--- src/rtl/sio_pkg.sv ---
package sio_pkg;
  typedef enum logic [3:0] {
    RI_CTRL  = 4'd0,
    RI_CLK   = 4'd1,
    RI_TXWD  = 4'd2,
    RI_RXWD  = 4'd3,
    RI_FRAME = 4'd4,
    RI_STAT  = 4'd5,
    RI_IEN   = 4'd6,
    RI_ICLR  = 4'd7,
    RI_FCTL  = 4'd8,
    RI_DATA  = 4'd9
  } reg_idx_e;

  localparam logic [31:0] MSK_CTRL  = 32'h0000_0001;
  localparam logic [31:0] MSK_CLK   = 32'h0000_70FF;
  localparam logic [31:0] MSK_TXWD  = 32'h0000_3FFF;
  localparam logic [31:0] MSK_RXWD  = 32'h0000_00FF;
  localparam logic [31:0] MSK_FRAME = 32'h0000_C000;
  localparam logic [31:0] MSK_IEN   = 32'h0000_0019;
  localparam logic [31:0] MSK_FCTL  = 32'h0000_0F0F;

  localparam int ST_BUSY = 7;
  localparam int ST_TXNF = 5;
  localparam int ST_RXNE = 0;
  localparam int FC_TXFL = 12;
  localparam int FC_RXFL = 4;
  localparam int CA_TX   = 4;
  localparam int CA_RX   = 3;
  localparam int CA_OVR  = 0;
endpackage

--- src/rtl/sio_fifo.sv ---
module sio_fifo #(
  parameter int W     = 32,
  parameter int DEPTH = 8,
  localparam int LW   = $clog2(DEPTH + 1)
) (
  input  logic          clk,
  input  logic          rst_n,
  input  logic          flush,
  input  logic          push,
  input  logic [W-1:0]  din,
  input  logic          pop,
  output logic [W-1:0]  dout,
  output logic [LW-1:0] level,
  output logic          full,
  output logic          empty
);
  localparam int PW = $clog2(DEPTH);
  localparam logic [PW-1:0] LAST  = PW'(DEPTH - 1);
  localparam logic [LW-1:0] FULLV = LW'(DEPTH);

  logic [W-1:0]  mem [DEPTH];
  logic [PW-1:0] wp, rp;
  logic [LW-1:0] cnt;
  logic          do_push, do_pop;

  assign full    = (cnt == FULLV);
  assign empty   = (cnt == '0);
  assign level   = cnt;
  assign dout    = mem[rp];
  assign do_push = push && !full;
  assign do_pop  = pop && !empty;

  always_ff @(posedge clk) begin
    if (!rst_n || flush) begin
      wp  <= '0;
      rp  <= '0;
      cnt <= '0;
    end else begin
      if (do_push) wp <= (wp == LAST) ? '0 : wp + 1'b1;
      if (do_pop)  rp <= (rp == LAST) ? '0 : rp + 1'b1;
      cnt <= cnt + LW'(do_push) - LW'(do_pop);
    end
  end

  always_ff @(posedge clk) begin
    if (do_push && !flush) mem[wp] <= din;
  end


  full_drop_chk: assert property (@(posedge clk) disable iff (!rst_n)
    push && full && !pop && !flush |=> level == $past(level));

  empty_pop_chk: assert property (@(posedge clk) disable iff (!rst_n)
    pop && empty && !push && !flush |=> level == '0);

  flush_empty_chk: assert property (@(posedge clk) disable iff (!rst_n)
    flush |=> empty);
endmodule

--- src/rtl/sio_cause.sv ---
module sio_cause #(
  parameter int LW = 4
) (
  input  logic          clk,
  input  logic          rst_n,
  input  logic          en,
  input  logic [LW-1:0] tx_lvl,
  input  logic [LW-1:0] rx_lvl,
  input  logic [3:0]    tx_thr,
  input  logic [3:0]    rx_thr,
  input  logic          ovr_evt,
  input  logic [2:0]    clr,
  input  logic [2:0]    ien,
  output logic [2:0]    cause,
  output logic          irq
);
  // cause[2] = transmit level, cause[1] = receive level, cause[0] = overrun
  logic [2:0] set;

  always_comb begin
    set[2] = en && (8'(tx_lvl) <= 8'(tx_thr));
    set[1] = en && (8'(rx_lvl) >= 8'(rx_thr));
    set[0] = ovr_evt;
  end

  always_ff @(posedge clk) begin
    if (!rst_n) cause <= '0;
    else        cause <= (cause & ~clr) | set;
  end

  assign irq = |(cause & ien);


  ovr_latch_chk: assert property (@(posedge clk) disable iff (!rst_n)
    ovr_evt |=> cause[0]);

  ovr_clear_chk: assert property (@(posedge clk) disable iff (!rst_n)
    clr[0] && !ovr_evt |=> !cause[0]);

  level_gate_chk: assert property (@(posedge clk) disable iff (!rst_n)
    !en |=> (cause[2:1] & ~$past(cause[2:1])) == 2'b00);
endmodule

--- src/rtl/sio_regbank.sv ---
module sio_regbank
  import sio_pkg::*;
#(
  parameter int AW    = 6,
  parameter int DW    = 32,
  parameter int DEPTH = 8
) (
  input  logic          clk,
  input  logic          rst_n,
  input  logic          bus_req,
  input  logic          bus_we,
  input  logic [AW-1:0] bus_addr,
  input  logic [31:0]   bus_wdata,
  output logic [31:0]   bus_rdata,
  input  logic          eng_busy,
  output logic          tx_valid,
  input  logic          tx_ready,
  output logic [DW-1:0] tx_data,
  input  logic          rx_valid,
  input  logic [DW-1:0] rx_data,
  output logic          cfg_enable,
  output logic [31:0]   cfg_clock,
  output logic [31:0]   cfg_txword,
  output logic [31:0]   cfg_rxword,
  output logic [31:0]   cfg_frame,
  output logic          irq
);
  localparam int LW = $clog2(DEPTH + 1);

  logic [3:0]    idx;
  logic          wr, rd, unused_addr;
  logic [31:0]   ctrl_q, clk_q, txwd_q, rxwd_q, frame_q, ien_q, fc_q;
  logic [31:0]   stat, causes32, rmux;
  logic          tx_full, tx_empty, rx_full, rx_empty;
  logic [LW-1:0] tx_lvl, rx_lvl;
  logic [DW-1:0] rx_dout;
  logic          tx_flush, rx_flush, tx_push, rx_pop, ovr_evt;
  logic [2:0]    cause, clr;

  assign idx         = bus_addr[5:2];
  assign unused_addr = ^bus_addr[1:0];
  assign wr          = bus_req && bus_we;
  assign rd          = bus_req && !bus_we;

  always_ff @(posedge clk) begin
    if (!rst_n) begin
      ctrl_q  <= '0;
      clk_q   <= '0;
      txwd_q  <= '0;
      rxwd_q  <= '0;
      frame_q <= '0;
      ien_q   <= '0;
      fc_q    <= '0;
    end else if (wr) begin
      case (idx)
        RI_CTRL:  ctrl_q  <= bus_wdata & MSK_CTRL;
        RI_CLK:   clk_q   <= bus_wdata & MSK_CLK;
        RI_TXWD:  txwd_q  <= bus_wdata & MSK_TXWD;
        RI_RXWD:  rxwd_q  <= bus_wdata & MSK_RXWD;
        RI_FRAME: frame_q <= bus_wdata & MSK_FRAME;
        RI_IEN:   ien_q   <= bus_wdata & MSK_IEN;
        RI_FCTL:  fc_q    <= bus_wdata & MSK_FCTL;
        default:  ;
      endcase
    end
  end

  assign tx_flush = wr && (idx == RI_FCTL) && bus_wdata[FC_TXFL];
  assign rx_flush = wr && (idx == RI_FCTL) && bus_wdata[FC_RXFL];
  assign tx_push  = wr && (idx == RI_DATA);
  assign rx_pop   = rd && (idx == RI_DATA);
  assign ovr_evt  = rx_valid && rx_full;
  assign clr      = {bus_wdata[CA_TX], bus_wdata[CA_RX], bus_wdata[CA_OVR]}
                    & {3{wr && (idx == RI_ICLR)}};

  sio_fifo #(.W(DW), .DEPTH(DEPTH)) u_txq (
    .clk, .rst_n, .flush(tx_flush), .push(tx_push), .din(bus_wdata[DW-1:0]),
    .pop(tx_ready), .dout(tx_data), .level(tx_lvl), .full(tx_full), .empty(tx_empty)
  );

  sio_fifo #(.W(DW), .DEPTH(DEPTH)) u_rxq (
    .clk, .rst_n, .flush(rx_flush), .push(rx_valid), .din(rx_data),
    .pop(rx_pop), .dout(rx_dout), .level(rx_lvl), .full(rx_full), .empty(rx_empty)
  );

  sio_cause #(.LW(LW)) u_cause (
    .clk, .rst_n, .en(ctrl_q[0]), .tx_lvl, .rx_lvl,
    .tx_thr(fc_q[11:8]), .rx_thr(fc_q[3:0]), .ovr_evt, .clr,
    .ien({ien_q[CA_TX], ien_q[CA_RX], ien_q[CA_OVR]}), .cause, .irq
  );

  always_comb begin
    stat          = '0;
    stat[ST_BUSY] = eng_busy;
    stat[ST_TXNF] = !tx_full;
    stat[ST_RXNE] = !rx_empty;
    causes32         = '0;
    causes32[CA_TX]  = cause[2];
    causes32[CA_RX]  = cause[1];
    causes32[CA_OVR] = cause[0];
    case (idx)
      RI_CTRL:  rmux = ctrl_q;
      RI_CLK:   rmux = clk_q;
      RI_TXWD:  rmux = txwd_q;
      RI_RXWD:  rmux = rxwd_q;
      RI_FRAME: rmux = frame_q;
      RI_STAT:  rmux = stat;
      RI_IEN:   rmux = ien_q;
      RI_ICLR:  rmux = causes32;
      RI_FCTL:  rmux = fc_q;
      RI_DATA:  rmux = rx_empty ? '0 : 32'(rx_dout);
      default:  rmux = '0;
    endcase
  end

  always_ff @(posedge clk) begin
    if (!rst_n)  bus_rdata <= '0;
    else if (rd) bus_rdata <= rmux;
  end

  assign tx_valid   = !tx_empty;
  assign cfg_enable = ctrl_q[0];
  assign cfg_clock  = clk_q;
  assign cfg_txword = txwd_q;
  assign cfg_rxword = rxwd_q;
  assign cfg_frame  = frame_q;


  empty_read_chk: assert property (@(posedge clk) disable iff (!rst_n)
    rd && (idx == RI_DATA) && rx_empty |=> bus_rdata == '0);

  stat_busy_chk: assert property (@(posedge clk) disable iff (!rst_n)
    rd && (idx == RI_STAT) |=> bus_rdata[ST_BUSY] == $past(eng_busy));
endmodule

--- config.mk ---
export PLATFORM = sky130hd
export DESIGN_NAME = sio_regbank
export DESIGN_NICKNAME = d
export VERILOG_FILES = /design/src/rtl/sio_pkg.sv /design/src/rtl/sio_fifo.sv /design/src/rtl/sio_cause.sv /design/src/rtl/sio_regbank.sv
export SDC_FILE = /design/constraint.sdc
export NUM_CORES = 1
export LEC_CHECK = 0
export ABC_AREA = 1
export BUFFER_PORTS_ARGS = -buffer_cell sky130_fd_sc_hd__buf_2
export CAP_MARGIN = 5
export CORE_MARGIN = 1
export CORE_UTILIZATION = 43
export DETAILED_ROUTE_END_ITERATION = 10
export SETUP_SLACK_MARGIN = 0.1
export SYNTH_ARGS = -nofsm -noshare
export SYNTH_HDL_FRONTEND = slang
export SYNTH_SLANG_ARGS = --single-unit
--- constraint.sdc ---
create_clock -name clk -period 4.4 [get_ports clk]
set_input_delay 0.88 -clock clk [delete_from_list [all_inputs] [get_ports clk]]
set_output_delay 0.88 -clock clk [all_outputs]
set_load 0.05 [all_outputs]
-- Word level (Yosys, flattened, before mapping)
Memory sizes are Yosys's and may differ from the RTL's. A register that Yosys moved wholly into a read port is not among the register bits.
Cells that the tools add are included.
- register bits after elaboration: 102
- bits in writable memories: 512
- input bits: 77
- output and inout bits: 195
- logic and storage cells: 99
- memories kept: 2
- memory list (name ; words ; bits a word ; read ports ; clocked after memory_dff ; wr ports ; RTL line ; text):
    u_rxq.mem ; 8 ; 32 ; 1 ; 1 ; 1 ; sio_fifo.sv:21 ; logic [W-1:0] mem [DEPTH];
    u_txq.mem ; 8 ; 32 ; 1 ; 1 ; 1 ; sio_fifo.sv:21 ;
- add/subtract/negate cells: 8
- $lt $le $gt $ge: 2
- eq/ne operators: 15
- multiplexer cells: 14
- bitwise gates (word level): 5
- reduce and logical (&&, ||, !) cells: 38
- operators by type and width (kind ; number):
    case mux 32 bit (10 select lines) ; 1
    two-way mux 32 bit ; 1
    two-way mux 3 bit ; 8
    logical AND 1 bit ; 17
    == test 4 x 3 -> 1 bit, second input constant ; 4
    == test 4 bit, second input constant ; 4
    AND reduction 2 bit ; 7
    adder 3 x 1 -> 3 bit, second input constant ; 4
    == test 3 bit, second input constant ; 4
    logical NOT 4 bit ; 3
    bitwise AND 3 bit ; 3
    adder 4 x 1 -> 4 bit ; 2
    == test 4 x 2 -> 1 bit, second input constant ; 2
    logical NOT 1 bit ; 8
    subtractor 4 x 1 -> 4 bit ; 2
    == test 4 x 1 -> 1 bit, second input constant ; 1
    greater-or-equal comparator 4 bit ; 1
    less-or-equal comparator 4 bit ; 1
    two-way mux 1 bit ; 4
    NOT 3 bit ; 1
    bitwise OR 3 bit ; 1
    OR reduction 3 bit ; 1
    logical OR 1 bit ; 2

-- Longest topological paths before layout
Gate-level depths: netlist (run 1).
- depth in word-level cells: 7
- gate-level depth with buffers: 15
- depth with buffers taken out: 14

-- Cells and area by module
From an unflattened synthesis (run 1), not the netlist that was laid out.
- cells, all modules: 3073
- area total of the unflattened synthesis: 28466.1 um2
- by module, submodules not included (module ; instances ; cells an instance ; area an instance (um2) ; seq. area each (um2)):
    sio_fifo at u_rxq ; 1 ; 1206 ; 11905.2 ; 7947.6
    sio_fifo at u_txq ; 1 ; 1206 ; 11901.4 ; 7947.6
    sio_regbank ; 1 ; 605 ; 4310.4 ; 1581.5
    sio_cause ; 1 ; 56 ; 349.1 ; 60.1

-- Worst setup path after synthesis (run 1)
Ideal clock, no wire load.
- path type: input -> register
- start: in bus_addr[3]
- end: mem u_txq.mem[5][0] (enable)
- setup time: 461 ps
- arrival time: 3833 ps
- slack: 106 ps
- stages on the path: 9
- buffers on the path: 0
- cells stage by stage: inv_1 > nand2_1 > inv_2 > nand2_2 > nor3_4 > inv_2 > nor2_1 > inv_2 > nor3_1
- RTL lines (element ; RTL line ; text):
    start: declaration ; sio_regbank.sv:12 ; input logic [AW-1:0] bus_addr,
    == test 4 bit ; sio_regbank.sv:70 ; assign tx_push = wr && (idx == RI_DATA);
    logical AND 1 bit ; sio_regbank.sv:70 ;
    logical AND 1 bit ; sio_fifo.sv:30 ; assign do_push = push && !full;
    named net u_txq.do_push ; sio_fifo.sv:24 ; logic do_push, do_pop;
    logical AND 1 bit ; sio_fifo.sv:46 ; if (do_push && !flush) mem[wp] <= din;
    two-way mux 1 bit ; sio_fifo.sv:46 ;
    two-way mux 1 bit (implied by the code) ; sio_fifo.sv:46 ;
    end: declaration ; sio_fifo.sv:21 ;
The timed path passes the listed nets, and every way through them passes these cells.

==> impl_summary.log, run 1 <==
INFO  metric post-place-ws = 1.22 ns
INFO  metric layout-drive-gt1-share = approximately 15%
INFO  metric fp-row-count = 88
INFO  metric r2r_start = u_txq.level[2]
INFO  metric layout.cells.most_common = sky130_fd_sc_hd__edfxtp_1
INFO  metric timing.critical_path.required = ~3.5 ns
INFO  metric clock_root_buffer = sky130_fd_sc_hd__clkbuf_16
INFO  metric period_minus_slack = 3.80 ns
INFO  metric boundaryPins = about 270
INFO  metric sw_frac_of_total = 28.7%
INFO  metric placeableCoreArea = around 58000 um^2
INFO  metric first_iter_violations = 1224
INFO  metric cts_hold_buf = 0
INFO  metric timing.final.ws_setup = approximately 0.60 ns
INFO  metric cts_tree = done
INFO  metric postSynthCellCount = 2167
INFO  metric fp.dieH = between 200 and 250 um
INFO  metric multi_input_gate_area = roughly 6500 um^2
INFO  metric nFillCells = roughly 5.1k
INFO  metric ant_nets_after_route = 0
INFO  metric final-seq-area = about 18000 um^2
INFO  metric numCtsBuffers = 67
INFO  metric cp-end-kind = output port
INFO  metric worst_pin_slew = just over 1 ns
INFO  metric run_status = finished, final reports clean
INFO  metric drt-wirelength-per-cell = 19.6 um
INFO  metric grt_antenna_before_repair = 9
INFO  metric post-route-util = roughly 50%
INFO  metric globalRouteTotalUtil = around a fifth
INFO  metric io_buffer_count = approximately 180
INFO  metric max-vdd-ir-drop = 316 uV
INFO  metric drt_drc_violations_left = 0
INFO  metric detail_route.first_pass.iterations = 6
INFO  metric cp_data_arrival_time = approximately 2.9 ns
INFO  metric slew_viol_final = 0
INFO  metric ys_seq_area_share = a little over two thirds
INFO  metric cell_internal_pwr = about 10 mW
INFO  metric gp_congestion = 0.853
INFO  metric p_leak = 10.2 nW
INFO  metric grt_max_degree = 95
INFO  metric synth_top_flop_cell = sky130_fd_sc_hd__edfxtp_1
INFO  metric gr-total-overflow = 0
INFO  metric power.clock.fraction = a little under two fifths
INFO  metric area_growth_syn_to_layout = 13.9%
INFO  metric p_switching = 4.15 mW
INFO  metric synth-seq-cells = a little over 600
INFO  metric synth-async-reset-ratio = 0%
INFO  metric fp.dieW = 244 um
INFO  metric post_drt_via_cell_ratio = 5.26
INFO  metric synth_area = 25300 um^2
INFO  metric detailedPlacementHpwl = between 30000 and 40000 um
INFO  metric post_cts_resized = 0
INFO  metric synth.avg_cell_area = 11.7 um^2
INFO  metric total_power = about 14 mW
INFO  metric synth_warnings = 0
INFO  metric timing.slew.headroom = between 30% and 40%
INFO  metric maximum_root_to_sink_buffer_count = 3
INFO  metric hold_class = reg2reg
INFO  metric synthDistinctLibCells = 39
INFO  metric fin_nets = approximately 2.4k
INFO  metric totalNegativeSetupSlack = 0 ns
INFO  metric hold_violations = 0
INFO  metric finalInstanceArea = 28800 um^2
INFO  metric vias_in_the_first_global_route = between 15k and 20k
INFO  metric h-tree-depth = 3
INFO  metric design.die.area = roughly 60000 um^2
INFO  metric final_layout_worst_hold_slack = approximately 0.46 ns
INFO  metric hp-start = bus_rdata[6]
INFO  metric p_seq_share = between 40% and 50%
INFO  metric mostFrequentLayoutCells = 512 x sky130_fd_sc_hd__edfxtp_1, 408 x sky130_fd_sc_hd__nor2_1, 294 x sky130_fd_sc_hd__o21ai_0, 176 x sky130_fd_sc_hd__buf_2, 144 x sky130_fd_sc_hd__nand2_1
INFO  metric grt_setup_unrepaired = no
INFO  metric grt_first_pass_wirelength = 93200 um
INFO  metric pwr-share-comb = ~16%
INFO  metric critPathMaxFanout = 36
INFO  metric setup_viol = 0
INFO  metric crit_type = reg2out
INFO  metric initial_core_util = between 40% and 50%
INFO  metric critPathLaunchType = flip-flop
INFO  metric power-per-cell-area = around 500 nW/um^2
INFO  metric vias = 16.6k
INFO  metric maxClockFrequency = about 260 MHz
INFO  metric finalWirelength = 61600 um
INFO  metric worst_skew_pair.late_latency = about 0.62 ns
INFO  metric clock-skew-final = around 0.021 ns
INFO  metric post_cts_buffers = 0
INFO  metric placed_cell_area = 26600 um^2
INFO  metric dp_cells = ~3.0k
INFO  metric final.period_utilization = 86.3%
INFO  metric instances_no_fill = 3151
INFO  metric clk_pin_slew_worst_paths = ~0.060 ns
INFO  metric clock-sinks = 620
INFO  metric synth_edf_count = 512
INFO  metric drv_cap = 0
[power by group through the flow]
stage          Combinational, mW  Sequential, mW  Clock [mW]
2_1_floorplan               1.78            6.71           0
4_1_cts                     2.32            6.63        5.64
3_5_place_dp                2.31            6.76           0
5_1_grt                     2.52            6.65        5.85
3_3_place_gp                2.27            6.75           0
6_report                    2.30            6.64        5.52
[critical path, stage by stage, from the launching register on]
cell and delay [ns]:
sky130_fd_sc_hd__dfxtp_2 0.74, sky130_fd_sc_hd__clkinv_1 0.20, sky130_fd_sc_hd__buf_4 0.32, sky130_fd_sc_hd__nor2_1 0.16
sky130_fd_sc_hd__o21ai_0 0.09, sky130_fd_sc_hd__a31oi_1 0.43, sky130_fd_sc_hd__buf_2 0.36
[cell usage after synthesis, types with 17 or more instances]
master | count | share of area, %
sky130_fd_sc_hd__buf_4 | 99 | 2.9
sky130_fd_sc_hd__nand2_1 | 144 | 2.1
sky130_fd_sc_hd__o22ai_1 | 62 | 1.5
sky130_fd_sc_hd__o221ai_1 | 17 | 0.59
sky130_fd_sc_hd__ha_1 | 28 | 1.4
sky130_fd_sc_hd__dfxtp_1 | 108 | 8.6
sky130_fd_sc_hd__nor2_1 | 418 | 6.2
sky130_fd_sc_hd__buf_2 | 30 | 0.59
sky130_fd_sc_hd__nand3_1 | 52 | 1.0
sky130_fd_sc_hd__o21ai_0 | 294 | 5.8
sky130_fd_sc_hd__a31oi_1 | 32 | 0.79
sky130_fd_sc_hd__a21oi_1 | 95 | 1.9
sky130_fd_sc_hd__edfxtp_1 | 512 | 61
sky130_fd_sc_hd__o211ai_1 | 45 | 1.3
sky130_fd_sc_hd__inv_1 | 94 | 1.4
sky130_fd_sc_hd__clkbuf_1 | 67 | 1.0
[worst paths after layout]
kind / to / slack (ns) / depth (start not counted)
setup / recovery: tx_data[11] / 0.60 / 6
hold reg to reg: bus_rdata[6] / 0.46 / 2
hold / removal: bus_rdata[6] / 0.46 / 2
setup reg to reg: u_txq.mem[7][15] / 1.92 / 10
[flip-flops by register name, summed over array words and instances, names as in the netlist, 4 cells and up, named ones only]
name         cells
fc_q             8
cfg_txword      14
u_rxq.level      4
u_rxq.mem      256
u_txq.level      4
u_txq.mem      256
cfg_clock       11
bus_rdata       32
cfg_rxword       8
[cell families (layout without fill, tap and decap cells)]
family / count (synthesis) / in the layout / synth area share, %
adder cells (fa/ha/maj): 30 / 30 / 1.55
buffers and inverters: 317 / 440 / 6.47
other: 1 / 97 / 0.0149
AO/OA/AOI/OAI: 556 / 556 / 12.3
XOR/XNOR: 2 / 2 / 0.0694
AND/OR/NAND/NOR: 641 / 641 / 10.2
flip-flops: 620 / 620 / 69.4
[layer usage]
metal | up-vias | GRT usage (%) | part of all wire [%]
met5 | - | 0 | 0.094
met4 | 10 | 7.39 | 2.4
met3 | 97 | 5.17 | 7.2
met2 | 520 | 33.8 | 49
met1 | 8090 | 26.0 | 41
li1 | 7861 | - | -
[cell type report]
class | instances | area share [%]
diodes | 4 | 0.0348
clock buffers | 88 | 6.25
well taps | 765 | 3.33
flip-flops and latches | 620 | 61.0
clock inverters | 35 | 1.29
inverters | 104 | 1.36
multi-input cells | 1322 | 22.6
repair buffers | 213 | 4.12
No activity file was read; power rests on OpenSTA's default activity.
==> run 2: changes to the inputs <==
--- a/config.mk
+++ b/config.mk
@@ -9,7 +9,10 @@
 export BUFFER_PORTS_ARGS = -buffer_cell sky130_fd_sc_hd__buf_2
 export CAP_MARGIN = 5
+export CELL_PAD_IN_SITES_DETAIL_PLACEMENT = 1
+export CELL_PAD_IN_SITES_GLOBAL_PLACEMENT = 2
 export CORE_MARGIN = 1
-export CORE_UTILIZATION = 43
+export CORE_UTILIZATION = 36
 export DETAILED_ROUTE_END_ITERATION = 10
+export PLACE_DENSITY_LB_ADDON = 0.1
 export SETUP_SLACK_MARGIN = 0.1
 export SYNTH_ARGS = -nofsm -noshare
==> constraint.sdc (replaced) <==
create_clock -name clk -period 4.4 [get_ports clk]
set_input_delay 0.66 -clock clk [delete_from_list [all_inputs] [get_ports clk]]
set_output_delay 0.66 -clock clk [all_outputs]
set_load 0.05 [all_outputs]
==> run 2 against run 1 <==
Routed wire length is 15% higher. Clock power is 6.3% higher. Worst setup slack better by 0.48 ns. Critical endpoint is now tx_data[15].
==> impl_summary.log, run 2 (synthesized netlist as in run 1, its figures left out) <==
INFO  metric initial_core_util = between 30% and 40%
INFO  metric timing.slew.headroom = around two fifths
INFO  metric placeableCoreArea = 68900 um^2
INFO  metric boundaryPins = around 270
INFO  metric finalInstanceArea = just under 30000 um^2
INFO  metric hold_class = in2reg
INFO  metric period_minus_slack = roughly 3.3 ns
INFO  metric first_iter_violations = between 800 and 900
INFO  metric max-vdd-ir-drop = around 440 uV
INFO  metric clk_pin_slew_worst_paths = 0.06 ns
INFO  metric grt_setup_unrepaired = no
INFO  metric detailedPlacementHpwl = around 42000 um
INFO  metric regToRegSetupSlack = ~1.3 ns
INFO  metric run_status = finished, final reports clean
INFO  metric detail_route.first_pass.iterations = 5
INFO  metric fp.dieW = 267 um
INFO  metric power-per-cell-area = approximately 500 nW/um^2
INFO  metric hold_violations = 0
INFO  metric clock-skew-final = roughly 0.023 ns
INFO  metric grt_first_pass_wirelength = 106000 um
INFO  metric cp_data_arrival_time = roughly 2.7 ns
INFO  metric numCtsBuffers = 72
INFO  metric critPathMaxFanout = 66
INFO  metric total_power = about 15 mW
INFO  metric slew_viol_final = 0
INFO  metric grt_antenna_before_repair = 6
INFO  metric clock_root_buffer = sky130_fd_sc_hd__clkbuf_16
INFO  metric post_drt_via_cell_ratio = 5.03
INFO  metric fp.dieH = roughly 270 um
INFO  metric globalRouteTotalUtil = approximately a fifth
INFO  metric area_growth_syn_to_layout = 15.8%
INFO  metric end_of_the_critical_path = tx_data[15]
INFO  metric drt_drc_violations_left = 0
INFO  metric io_buffer_count = around 180
INFO  metric vias = 16.8k
INFO  metric totalNegativeSetupSlack = 0 ns
INFO  metric final.period_utilization = around 75%
INFO  metric cts_tree = done
INFO  metric ant_nets_after_route = 0
INFO  metric timing.final.ws_setup = about 1.1 ns
INFO  metric design.die.area = around 71000 um^2
INFO  metric post_cts_buffers = 0
INFO  metric layout-drive-gt1-share = 15.8%
INFO  metric layout.cells.most_common = sky130_fd_sc_hd__edfxtp_1
INFO  metric p_leak = a little over 10 nW
INFO  metric crit_type = reg2out
INFO  metric mostFrequentLayoutCells = 512 x sky130_fd_sc_hd__edfxtp_1, 408 x sky130_fd_sc_hd__nor2_1, 294 x sky130_fd_sc_hd__o21ai_0, 176 x sky130_fd_sc_hd__buf_2, 144 x sky130_fd_sc_hd__nand2_1
INFO  metric critPathLaunchType = flip-flop
INFO  metric worst_r2r_path_depth = 10
INFO  metric vias_in_the_first_global_route = around 17k
INFO  metric gr-total-overflow = 0
INFO  metric finalWirelength = 70900 um
INFO  metric placed_cell_area = about 27000 um^2
INFO  metric post-route-util = approximately 42%
INFO  metric cp-end-kind = output port
INFO  metric gp_congestion = 0.749
INFO  metric fin_nets = roughly 2.4k
INFO  metric worstReg2RegEnd = bus_rdata[13]
INFO  metric maximum_root_to_sink_buffer_count = 3
INFO  metric top_regs = u_rxq.mem: 256 flops, u_txq.mem: 256 flops, bus_rdata: 32 flops
INFO  metric cts_hold_buf = 0
INFO  metric h-tree-depth = 3
INFO  metric drv_cap = 0
INFO  metric grt_max_degree = 79
INFO  metric drt-wirelength-per-cell = around 21 um
INFO  metric timing.critical_path.required = approximately 3.7 ns
INFO  metric post_cts_resized = 0
INFO  metric clock-sinks = 620
INFO  metric worst_skew_pair.late_latency = around 0.60 ns
INFO  metric worst_pin_slew = 0.878 ns
INFO  metric setup_viol = 0
INFO  metric fp-row-count = 96
INFO  metric post-place-ws = between 1 and 1.5 ns
INFO  metric maxClockFrequency = ~300 MHz
-- run 2: cell type report --
class	count	area (um^2)
Inverter	104	394
Antenna cell	3	7.51
Clock buffer	96	2010
Clock inverter	35	313
Tap cell	931	1160
Sequential cell	620	17500
Multi-Input combinational cell	1322	6530
Timing Repair Buffer	222	1280
Fill cell	7415	39700
-- run 2: how the worst min path moves through the flow --
stage | end | depth (start not counted) | startpoint | slack, ns
floorplan | fc_q[8] | 2 | fc_q[8] | 0.45
global placement | cfg_frame[14] | 2 | cfg_frame[14] | 0.45
detailed placement | bus_rdata[27] | 2 | bus_rdata[27] | 0.46
CTS | u_txq.mem[3][21] | 1 | bus_wdata[21] | 0.28
global route | u_txq.mem[1][21] | 1 | bus_wdata[21] | 0.30
finish | u_txq.mem[3][21] | 1 | bus_wdata[21] | 0.33
-- run 2: worst max-delay path: stages (launching register included) --
cell	delay, ns
sky130_fd_sc_hd__dfxtp_4	0.35
sky130_fd_sc_hd__buf_4	0.59
sky130_fd_sc_hd__o21ai_0	0.19
sky130_fd_sc_hd__o22ai_1	0.20
sky130_fd_sc_hd__nor2_1	0.07
sky130_fd_sc_hd__a31oi_1	0.32
sky130_fd_sc_hd__buf_2	0.34
-- run 2: where the power goes --
group,internal [mW],switching [mW]
registers,6.51,0.0640
logic,0.580,1.83
clock network,3.50,2.37
-- run 2: per-stage QoR --
step | hold slack (ns) | std cells
after floorplan | 0.449 | 2259
after CTS | 0.285 | 3330
after global routing | 0.305 | 3331
after global placement | 0.449 | 3199
after detailed placement | 0.456 | 3199
final | 0.331 | 3333
-- run 2: layer usage --
layer	vias up	track usage [%]	wire (um)
met5	-	0	57
met4	8	5.27	1320
met3	98	3.29	2710
met2	253	34.9	35600
met1	8528	25.1	31200
li1	7885	-	-
